==> src/rtl/isel_pkg.sv <==
package isel_pkg;

  localparam int ISEL_NSRC = 16;

  // Source ranks; rank equals pending bit index, lower rank wins.
  localparam int SRC_SRESET = 0;
  localparam int SRC_MCHK   = 1;
  localparam int SRC_HDEC   = 2;
  localparam int SRC_HVIRT  = 3;
  localparam int SRC_EXT    = 4;
  localparam int SRC_CEXT   = 5;
  localparam int SRC_WDOG   = 6;
  localparam int SRC_THERM  = 14;
  localparam int SRC_EBB    = 15;

  // First and last rank of the tier gated only by asynchronous delivery.
  localparam int ASYNC_LO = SRC_WDOG;
  localparam int ASYNC_HI = SRC_THERM;

  typedef struct packed {
    logic ext_en;
    logic crit_en;
    logic hyp;
    logic user;
    logic resume_sreset;
    logic hdec_en;
    logic hvirt_en;
    logic ext_route;
    logic hyp_ext_block;
    logic ebb_ge;
  } isel_ctx_t;

endpackage

==> src/rtl/isel_qualify.sv <==
module isel_qualify
  import isel_pkg::*;
#(
  parameter int  NSRC        = ISEL_NSRC,
  parameter bit  HYP_CAPABLE = 1'b1
) (
  input  logic [NSRC-1:0] pend,
  input  isel_ctx_t       ctx,
  output logic [NSRC-1:0] qual
);

  logic            async_ok;
  logic [NSRC-1:0] fixed_q;
  logic [NSRC-1:0] tier_q;

  assign async_ok = ctx.ext_en | ctx.resume_sreset;

  // Sources with individual gating terms.
  always_comb begin
    fixed_q = '0;
    fixed_q[SRC_SRESET] = pend[SRC_SRESET];
    fixed_q[SRC_MCHK]   = pend[SRC_MCHK];
    fixed_q[SRC_HDEC]   = pend[SRC_HDEC] & ctx.hdec_en & (async_ok | ~ctx.hyp);
    fixed_q[SRC_HVIRT]  = pend[SRC_HVIRT] & ctx.hvirt_en & (async_ok | ~ctx.hyp);
    fixed_q[SRC_EXT]    = pend[SRC_EXT] &
                          ((async_ok & ~(ctx.hyp_ext_block & ctx.hyp & ~ctx.user)) |
                           (HYP_CAPABLE & ~ctx.hyp & ~ctx.ext_route));
    fixed_q[SRC_CEXT]   = pend[SRC_CEXT] & ctx.crit_en;
    fixed_q[SRC_EBB]    = pend[SRC_EBB] & async_ok & ctx.user & ctx.ebb_ge;
  end

  // Uniform tier: each source gated by asynchronous delivery alone.
  for (genvar i = 0; i < NSRC; i++) begin : g_tier
    if (i >= ASYNC_LO && i <= ASYNC_HI) begin : g_on
      assign tier_q[i] = pend[i] & async_ok;
    end else begin : g_off
      assign tier_q[i] = 1'b0;
    end
  end

  assign qual = fixed_q | tier_q;

endmodule

==> src/rtl/isel_pick.sv <==
module isel_pick #(
  parameter int NSRC = 16,
  localparam int ID_W = $clog2(NSRC + 1)
) (
  input  logic [NSRC-1:0] req,
  output logic            hit,
  output logic [ID_W-1:0] id
);

  logic [NSRC-1:0] grant;

  // Lowest index wins.
  always_comb begin
    logic seen;
    seen  = 1'b0;
    grant = '0;
    for (int i = 0; i < NSRC; i++) begin
      grant[i] = req[i] & ~seen;
      seen     = seen | req[i];
    end
  end

  // Identifier is rank plus one; zero is reserved for none.
  always_comb begin
    id = '0;
    for (int i = 0; i < NSRC; i++) begin
      if (grant[i]) id = id | ID_W'(i + 1);
    end
  end

  assign hit = |req;

endmodule

==> src/rtl/isel_hold.sv <==
module isel_hold #(
  parameter int ID_W = 5
) (
  input  logic            clk,
  input  logic            rst,
  input  logic            hit_d,
  input  logic [ID_W-1:0] id_d,
  output logic            hit_q,
  output logic [ID_W-1:0] id_q
);

  always_ff @(posedge clk) begin
    if (rst) begin
      hit_q <= 1'b0;
      id_q  <= '0;
    end else begin
      hit_q <= hit_d;
      id_q  <= id_d;
    end
  end

endmodule

==> src/rtl/intr_next_sel.sv <==
module intr_next_sel
  import isel_pkg::*;
#(
  parameter bit  HYP_CAPABLE = 1'b1,
  localparam int NSRC = ISEL_NSRC,
  localparam int ID_W = $clog2(NSRC + 1)
) (
  input  logic            clk,
  input  logic            rst,
  input  logic [NSRC-1:0] pend_i,
  input  logic            st_ext_en,
  input  logic            st_crit_en,
  input  logic            st_hyp,
  input  logic            st_user,
  input  logic            resume_soft_rst,
  input  logic            pc_hdec_en,
  input  logic            pc_hvirt_en,
  input  logic            pc_ext_route,
  input  logic            pc_hyp_ext_block,
  input  logic            ebb_glob_en,
  output logic            take_valid,
  output logic [ID_W-1:0] take_id
);

  isel_ctx_t       ctx;
  logic [NSRC-1:0] qual;
  logic            hit;
  logic [ID_W-1:0] id;

  always_comb begin
    ctx.ext_en        = st_ext_en;
    ctx.crit_en       = st_crit_en;
    ctx.hyp           = st_hyp;
    ctx.user          = st_user;
    ctx.resume_sreset = resume_soft_rst;
    ctx.hdec_en       = pc_hdec_en;
    ctx.hvirt_en      = pc_hvirt_en;
    ctx.ext_route     = pc_ext_route;
    ctx.hyp_ext_block = pc_hyp_ext_block;
    ctx.ebb_ge        = ebb_glob_en;
  end

  isel_qualify #(.NSRC(NSRC), .HYP_CAPABLE(HYP_CAPABLE)) u_qual (
    .pend (pend_i),
    .ctx  (ctx),
    .qual (qual)
  );

  isel_pick #(.NSRC(NSRC)) u_pick (
    .req (qual),
    .hit (hit),
    .id  (id)
  );

  isel_hold #(.ID_W(ID_W)) u_hold (
    .clk   (clk),
    .rst   (rst),
    .hit_d (hit),
    .id_d  (id),
    .hit_q (take_valid),
    .id_q  (take_id)
  );

endmodule

==> config.mk <==
export PLATFORM = sky130hd
export DESIGN_NAME = intr_next_sel
export DESIGN_NICKNAME = d
export VERILOG_FILES = /design/src/rtl/isel_pkg.sv /design/src/rtl/isel_qualify.sv /design/src/rtl/isel_pick.sv /design/src/rtl/isel_hold.sv /design/src/rtl/intr_next_sel.sv
export SDC_FILE = /design/constraint.sdc
export NUM_CORES = 1
export LEC_CHECK = 0
export ABC_AREA = 1
export CAP_MARGIN = 25
export CORE_UTILIZATION = 25
export CTS_BUF_LIST = sky130_fd_sc_hd__clkbuf_16
export CTS_CLUSTER_SIZE = 30
export DETAILED_ROUTE_END_ITERATION = 12
export MAX_ROUTING_LAYER = met4
export SLEW_MARGIN = 30
export SYNTH_ARGS = -nofsm -noshare
export SYNTH_HDL_FRONTEND = slang
export SYNTH_SLANG_ARGS = --single-unit
==> constraint.sdc <==
create_clock -name clk -period 1.4 [get_ports clk]
set_input_delay 0.28 -clock clk [delete_from_list [all_inputs] [get_ports clk]]
set_output_delay 0.28 -clock clk [all_outputs]
set_load 0.03 [all_outputs]
* After elaboration in Yosys (flattened, before gate mapping) *
Index checks and enable logic that the tools add are counted.

word-level totals
  input port bits = 28
  output and inout port bits = 6
  bits in registers = 6
  word-level logic and storage cells = 93

operators by class
  reduce and logical (&&, ||, !) cells = 1
  bitwise gates (word level) = 74
  multiplexer cells = 16

operators with widths
  kind                                    number
  1-bit bitwise AND                       37
  4-bit 2-to-1 mux                        8
  1-bit inverter                          19
  1-bit OR                                17
  16-bit by 15-bit OR with 16-bit output  1
  16-bit OR reduction                     1
  3-bit 2-to-1 mux                        4
  5-bit 2-to-1 mux                        1
  2-bit 2-to-1 mux                        2
  1-bit 2-to-1 mux                        1

* Longest topological paths before layout *
Gate-level depths: netlist of the first run.

  depth after elaboration = 24
  depth in mapped cells = 12
  gate-level depth less buffers = 12

* By module *
A second synthesis of the first run with hierarchy kept.

second synthesis, totals
  cells, all modules = 126
  area, all modules = 695.7 µm²

modules (own cells, without submodules)
  module        sequential area each (µm²)  cells each  area each (µm²)  times used
  isel_pick     0.0                         65          344.1            1
  isel_qualify  0.0                         43          186.4            1
  isel_hold     120.1                       18          165.2            1

* Least setup slack after synthesis of the first run *
No wires, ideal clock.

  path type = input to register
  from = in resume_soft_rst
  to = reg u_hold.id_q[2]
  cell stages on the path = 12
  setup slack = 0.132 ns
  buffers on the path = 0
  data required time = 1.289 ns
  library setup time = 0.111 ns
  arrival = 1.156 ns
  path through = nor2_4 nand2_4 nand2_4 nand2_4 nor2_8 nand2_1 nand2_1 inv_1 nor2_1 nand2_1 nor2_1 nor2_1

on the way
  word-level cells in the longest chain between the ends = 20
  elaborated cells between the ends (all ways) = 58
  those cells by class = 13 x mux; 45 x bitwise

RTL lines
  element                                                            line                                    text
  from (decl)                                                        intr_next_sel.sv:15                     input logic resume_soft_rst,
  1-bit OR *                                                         isel_qualify.sv:16                      assign async_ok = ctx.ext_en | ctx.resume_sreset;
  1-bit OR                                                           isel_qualify.sv:23, isel_qualify.sv:24
  1-bit bitwise AND                                                  isel_qualify.sv:23                      fixed_q[SRC_HDEC] = pend[SRC_HDEC] & ctx.hdec_en & (async_ok | ~ctx.hyp);
  16-bit by 15-bit OR with 16-bit output *                           isel_qualify.sv:41                      assign qual = fixed_q | tier_q;
  1-bit OR                                                           isel_pick.sv:19                         seen = seen | req[i];
  1-bit inverter / 1-bit OR (equally long branches)                  isel_pick.sv:18, isel_pick.sv:19
  1-bit bitwise AND (tied with other cells)                          isel_pick.sv:18                         grant[i] = req[i] & ~seen;
  3-bit 2-to-1 mux (tied with other cells) (3 in series)             isel_pick.sv:27                         if (grant[i]) id = id | ID_W'(i + 1);
  3-bit 2-to-1 mux / 1-bit OR (equally long branches)                isel_pick.sv:27, isel_pick.sv:19
  4-bit 2-to-1 mux / 1-bit OR (equally long branches) (2 in series)  isel_pick.sv:27, isel_pick.sv:19
  4-bit 2-to-1 mux (tied with other cells) (4 in series)             isel_pick.sv:27
  4-bit 2-to-1 mux / 1-bit bitwise AND (equally long branches)       isel_pick.sv:27, isel_pick.sv:18
  4-bit 2-to-1 mux *                                                 isel_pick.sv:27
  5-bit 2-to-1 mux *                                                 isel_pick.sv:27
  to (signal assigned)                                               isel_hold.sv:18                         id_q <= id_d;
  to (decl)                                                          isel_hold.sv:9                          output logic [ID_W-1:0] id_q

Every way passes the cells marked *; elsewhere a longest branch is shown, timed or not.
A chain may end at the register's enable or synchronous reset.

* Worst setup path in the final report of the first run *
  from = in resume_soft_rst
  to = reg u_hold.id_q[0]

on the way
  word-level cells in the longest chain between the ends = 20
  elaborated cells between the ends (all ways) = 56
  those cells by class = 14 x mux; 42 x bitwise

RTL lines
  element                                                       line
  1-bit OR *                                                    isel_qualify.sv:16
  1-bit OR                                                      isel_qualify.sv:23, isel_qualify.sv:24
  1-bit bitwise AND                                             isel_qualify.sv:23
  16-bit by 15-bit OR with 16-bit output *                      isel_qualify.sv:41
  1-bit OR (2 in series)                                        isel_pick.sv:19
  1-bit inverter / 1-bit OR (equally long branches)             isel_pick.sv:18, isel_pick.sv:19
  1-bit bitwise AND / 1-bit OR (equally long branches)          isel_pick.sv:18, isel_pick.sv:19
  3-bit 2-to-1 mux (tied with other cells) (3 in series)        isel_pick.sv:27
  4-bit 2-to-1 mux (tied with other cells) (5 in series)        isel_pick.sv:27
  4-bit 2-to-1 mux / 1-bit inverter (equally long branches)     isel_pick.sv:27, isel_pick.sv:18
  4-bit 2-to-1 mux / 1-bit bitwise AND (equally long branches)  isel_pick.sv:27, isel_pick.sv:18
  4-bit 2-to-1 mux *                                            isel_pick.sv:27
  5-bit 2-to-1 mux *                                            isel_pick.sv:27

Marks and branches as above.

==> run metrics, run 1 <==
status=complete, no violations; Final setup viols=0; max-slew violations=0; Die H=approximately 54 um; Vias=around 830; antenna violations before repair=0; I/O pin count=34; Post-DRT Antenna Nets=0; DRC Markers=0; WP data arrival=1.49 ns; clock root buffer=clkbuf_16; vias per cell=4.37; Critical Path RT=roughly 1.6 ns; final hold violation count=0; Reg clk slew, reported paths=0.03 ns; Synth Cell Area=671 um2; number of global-route vias before repair=771; Die W=53.8 um; Iter 0 DRT Violations=9; WL met1=790 um; FMAX=751 MHz; TritonCTS Buffers=3; Slew headroom=0.803; synth warn=0; peak supply drop=0.00135 V; critical path type=in2reg; Synth area leader=dfxtp_1; DR WL met3=90 um; RSZ-0062 raised after global routing=true; fillers=between 200 and 300; Synth area leaders=dfxtp_1, nand2_1, nor2_1; CTS tree=done; cell area power density=a little over 700 mW/mm2; EDFF count, synth=0; cell with the most instances after synthesis=nand2_1; routed length per instance=about 10 um; worst hold slack=0.548 ns; flops & latches, synth=6; share of layout cells above drive strength 1=0.391; hold buffer count at cts=0; Sequential Power Share=0.192; Gate power share=0.324; Area growth syn-to-layout=95.9%; CTS max path bufs=2; GP Congestion=0.910; Total Wirelength=1.86 mm; FP Rows=18; syn_nets=roughly 140; fin nets=191; Post-synth top flop=dfxtp_1; post-route setup TNS=0 ns; Clk pwr share=0.483; Worst-Margin Slew=0.297 ns; Pleak=0.682 nW; residual overflow from global routing=0; wire length on met2=948 um; Int Pwr=0.695 mW; Worst setup SP type=input pin; top sig layer=met4; switching share of power=0.261; Avg Cell Area, Syn=6.27 um2; largest net degree at the start of global routing=9; Synth Instances=approximately 110; Diodes inserted=0; Max FO, Critical Path=7; Cell variety after synth=24; period utilization=0.952; sequential fraction of the synthesis area=0.179; Placed Cells=185; final worst slack=slightly below 0.07 ns; endpoint class of the critical path=flop; clock sinks=6; asr flop ratio synth=0; Tmin final=1.33 ns; P_sw=between 0.2 and 0.25 mW; Min-Delay Path Class=in2reg; Final HPWL DP=between 1.5 and 2 mm; gr usage total=0.153; die area=0.00289 mm2; share of the synthesized area in the top cell type=0.179; Non-Filler Instances=around 190; most frequent cells after synthesis=nand2_1, nor2_1, inv_1; Max-cap violations=0; Worst Setup Slack post-DPL=-0.544 ns; Core Region=roughly 0.0025 mm2; initial core utilization=0.268; First-pass DRT Iterations=4; Port Buffer Count=33; H-tree Lvls=1; first-pass GRT wire length=3.11 mm
## power by group through the flow
stage               logic, mW  registers [mW]  clock network, mW
floorplan               0.119           0.199                  0
global placement        0.286           0.184                  0
detailed placement      0.289           0.183                  0
CTS                     0.291           0.181              0.464
global route            0.334           0.181              0.475
finish                  0.305           0.181              0.454
## path summary, 6_finish.rpt
check | from | end | slack, ns | cells past startpoint
setup / recovery | resume_soft_rst | u_hold.id_q[0] | 0.07 | 11
hold / removal | pend_i[7] | u_hold.hit_q | 0.55 | 5
## state kept, by name (all words and copies together), names as in the netlist
register      count
u_hold.hit_q      1
u_hold.id_q       5
## area by class of cell
class / count / area [um2] / share of cell area
timing repair buffer: 52 / 473 / 0.360
multi-input combinational: 85 / 548 / 0.417
clock buffer: 3 / 75.1 / 0.0571
tap: 30 / 37.5 / 0.0286
sequential: 6 / 120 / 0.0914
inverter: 15 / 60.1 / 0.0457
## routing by layer
layer	vias to the layer above	track usage
met2	26	0.282
met5	-	-
met1	348	0.162
met4	0	0.0789
li1	456	-
met3	4	0.00847
## cells by family (layout without fill, tap and decap cells)
family                 count (synthesis)  count (layout)  synth area share
DFF                                    6               6             0.179
AOI/OAI and AO/OA                     11              11             0.103
and+or+nand+nor                       74              74             0.618
buffers and inverters                 16              70             0.101
## per-stage QoR
step	util	instance area [um2]	total power, mW
final	0.526	1310	0.940
after global routing	0.526	1310	0.990
after CTS	0.498	1250	0.936
after detailed placement	0.459	1150	0.473
after global placement	0.459	1150	0.470
after floorplan	-	671	0.318
## layout by cell type (no fill, tap or decap), drive strengths merged
master	instances
nand2	30
nor2	23
buf	21
dlygate4sd2	16
inv	14
nand3	12
clkdlybuf4s50	8
o21ai	7
dlymetal6s2s	6
dfxtp	6
nand4	6
clkbuf	4
a21oi	3
nor4	2
clkinv	1
o211ai	1
nor3	1
## what timing repair did
| item | in CTS | in global routing |
|---|---|---|
| endpoints found under the hold margin | 0 | 0 |
| resized for setup | 42 | 20 |
| buffers inserted | 2 | 1 |
| setup endpoints to repair | 12 | 6 |
| pin swaps | 22 | 13 |
## worst max-delay path, stage by stage
cell and delay (ns):
buf_6 0.09, buf_6 0.10, nor2_4 0.12, nand2_4 0.08, a21oi_4 0.27, nand2_2 0.13
nor2_1 0.12, nor2_1 0.05, nand3_1 0.08, nor2_1 0.05, a21oi_1 0.10
No activity file was read; power rests on OpenSTA's default activity.
==> run 2: changes to the inputs <==
--- a/config.mk
+++ b/config.mk
@@ -7,11 +7,14 @@
 export LEC_CHECK = 0
 export ABC_AREA = 1
 export CAP_MARGIN = 25
+export CELL_PAD_IN_SITES_DETAIL_PLACEMENT = 1
+export CELL_PAD_IN_SITES_GLOBAL_PLACEMENT = 1
 export CORE_UTILIZATION = 25
 export CTS_BUF_LIST = sky130_fd_sc_hd__clkbuf_16
 export CTS_CLUSTER_SIZE = 30
 export DETAILED_ROUTE_END_ITERATION = 12
 export MAX_ROUTING_LAYER = met4
+export PLACE_DENSITY_LB_ADDON = 0.1
 export SLEW_MARGIN = 30
 export SYNTH_ARGS = -nofsm -noshare
 export SYNTH_HDL_FRONTEND = slang
==> run 2 against run 1 <==
Against the previous run: sequential share of layout area fell by 0.71 points; die area unchanged; flip-flop and latch count unchanged; critical path type unchanged; critical endpoint is now u_hold.id_q[2]; highest routed layer unchanged.
==> run metrics, run 2 (synthesized netlist as in run 1, its figures left out) <==
largest net degree at the start of global routing=8; status=complete, no violations; clock sinks=6; Placed Cells=185; Final setup viols=0; max reg flops=5; endpoint class of the critical path=flop; I/O pin count=34; crit path max-delay cell type=clkdlybuf4s50_1; TritonCTS Buffers=3; vias per cell=4.74; clock root buffer=clkbuf_16; Pleak=0.703 nW; switching share of power=0.271; Worst setup SP type=input pin; grt met2 use=0.397; peak supply drop=0.000763 V; First-pass DRT Iterations=2; Crit path top cell by count=nor2_1; residual overflow from global routing=0; Area growth syn-to-layout=113%; CP peak stage delay=0.46 ns; DRC Markers=0; die area=0.00289 mm2; busiest layer in global routing=met2; max-slew violations=0; antenna violations before repair=0; Max FO, Critical Path=2; routed length per instance=around 13 um; Die H=53.8 um; Iter 0 DRT Violations=3; final hold violation count=0; Die W=~54 um; Vias=about 940; number of global-route vias before repair=953; Non-Filler Instances=198; Max-cap violations=0; Critical Path RT=1.56 ns; CTS tree=done; final worst slack=0.0877 ns; most common cell after layout, fill and taps aside=buf_4; Core Region=around 0.0025 mm2; share of layout cells above drive strength 1=0.488; Sequential Power Share=0.184; Post-DRT Antenna Nets=0; Pwr Total=0.984 mW; fillers=between 300 and 400; CTS max path bufs=2; Reg clk slew, reported paths=0.03 ns; P_sw=0.266 mW; Biggest register=u_hold.id_q; first-pass GRT wire length=~4.0 mm; Port Buffer Count=33; M3 GR Usage=0.00282; Int Pwr=0.718 mW; Min-Delay Path Class=in2reg; Worst Setup Slack post-DPL=-0.625 ns; Final HPWL DP=around 2.0 mm; Diodes inserted=0; Tmin final=1.31 ns; initial core utilization=0.268; GP Congestion=0.778; WP data arrival=~1.5 ns; gr usage total=0.198; FP Rows=18; FMAX=between 700 and 800 MHz; critical path type=in2reg; Top Registers=u_hold.id_q: 5 flops, u_hold.hit_q: 1 flops; Worst-Margin Slew=just over 0.3 ns; Slew headroom=0.795; period utilization=0.937; H-tree Lvls=1; met1 Use GR=0.196; crit path cell chain=clkdlybuf4s50_1, buf_4, nor2_2, inv_1, nor2_2, nor2_1, nand2_1, nor2_1, nor2_1; Total Wirelength=2.54 mm; fin nets=slightly below 200; cell area power density=roughly 690 mW/mm2; Gate power share=0.355; Clk pwr share=0.461; Util after Layout=0.570; most frequent cells in the layout=buf_4, nand2_1, dlygate4sd2_1
## run 2: final cells by class
type,count,area [um2],area share
Tap cell,30,37.5,0.0263
Timing Repair Buffer,59,536,0.376
Multi-Input combinational cell,85,594,0.417
Sequential cell,6,120,0.0843
Inverter,15,62.6,0.0439
Clock buffer,3,75.1,0.0527
## run 2: worst max-delay path: cells and delay by family
family                 cells  cell delay [ns]
AND/OR/NAND/NOR            6             0.49
buffers and inverters      3             0.70
## run 2: routing by layer
metal / vias to the layer above / part of all wire / wire length, um
li1: 472 / - / -
met4: 0 / 0.022 / 57
met2: 21 / 0.59 / 1510
met3: 6 / 0.023 / 59
met1: 440 / 0.36 / 916
met5: - / 0 / 0
## run 2: what timing repair did
action	in CTS	in global routing
pin swaps	27	31
setup endpoints to repair	12	6
hold buffers	0	0
setup buffers	6	4
resized for setup	55	35
## run 2: final timing paths
check	startpoint	end	depth (start not counted)
hold / removal	pend_i[12]	u_hold.hit_q	5
setup / recovery	pend_i[11]	u_hold.id_q[2]	9
## run 2: metrics by stage
| step | area [um2] | hold slack, ns | setup TNS, ns |
|---|---|---|---|
| detailed placement | 1150 | 0.989 | -3.41 |
| floorplan | 671 | 0.349 | 0 |
| CTS | 1290 | 0.629 | 0 |
| global placement | 1150 | 0.974 | -2.93 |
| global route | 1430 | 0.621 | -0.0612 |
| finish | 1430 | 0.557 | 0 |
## run 2: power by group through the flow
stage	clock (mW)	sequential [mW]	combinational [mW]
floorplan	0	0.199	0.119
global placement	0	0.184	0.290
detailed placement	0	0.184	0.297
CTS	0.462	0.182	0.311
global route	0.468	0.182	0.380
finish	0.454	0.181	0.349
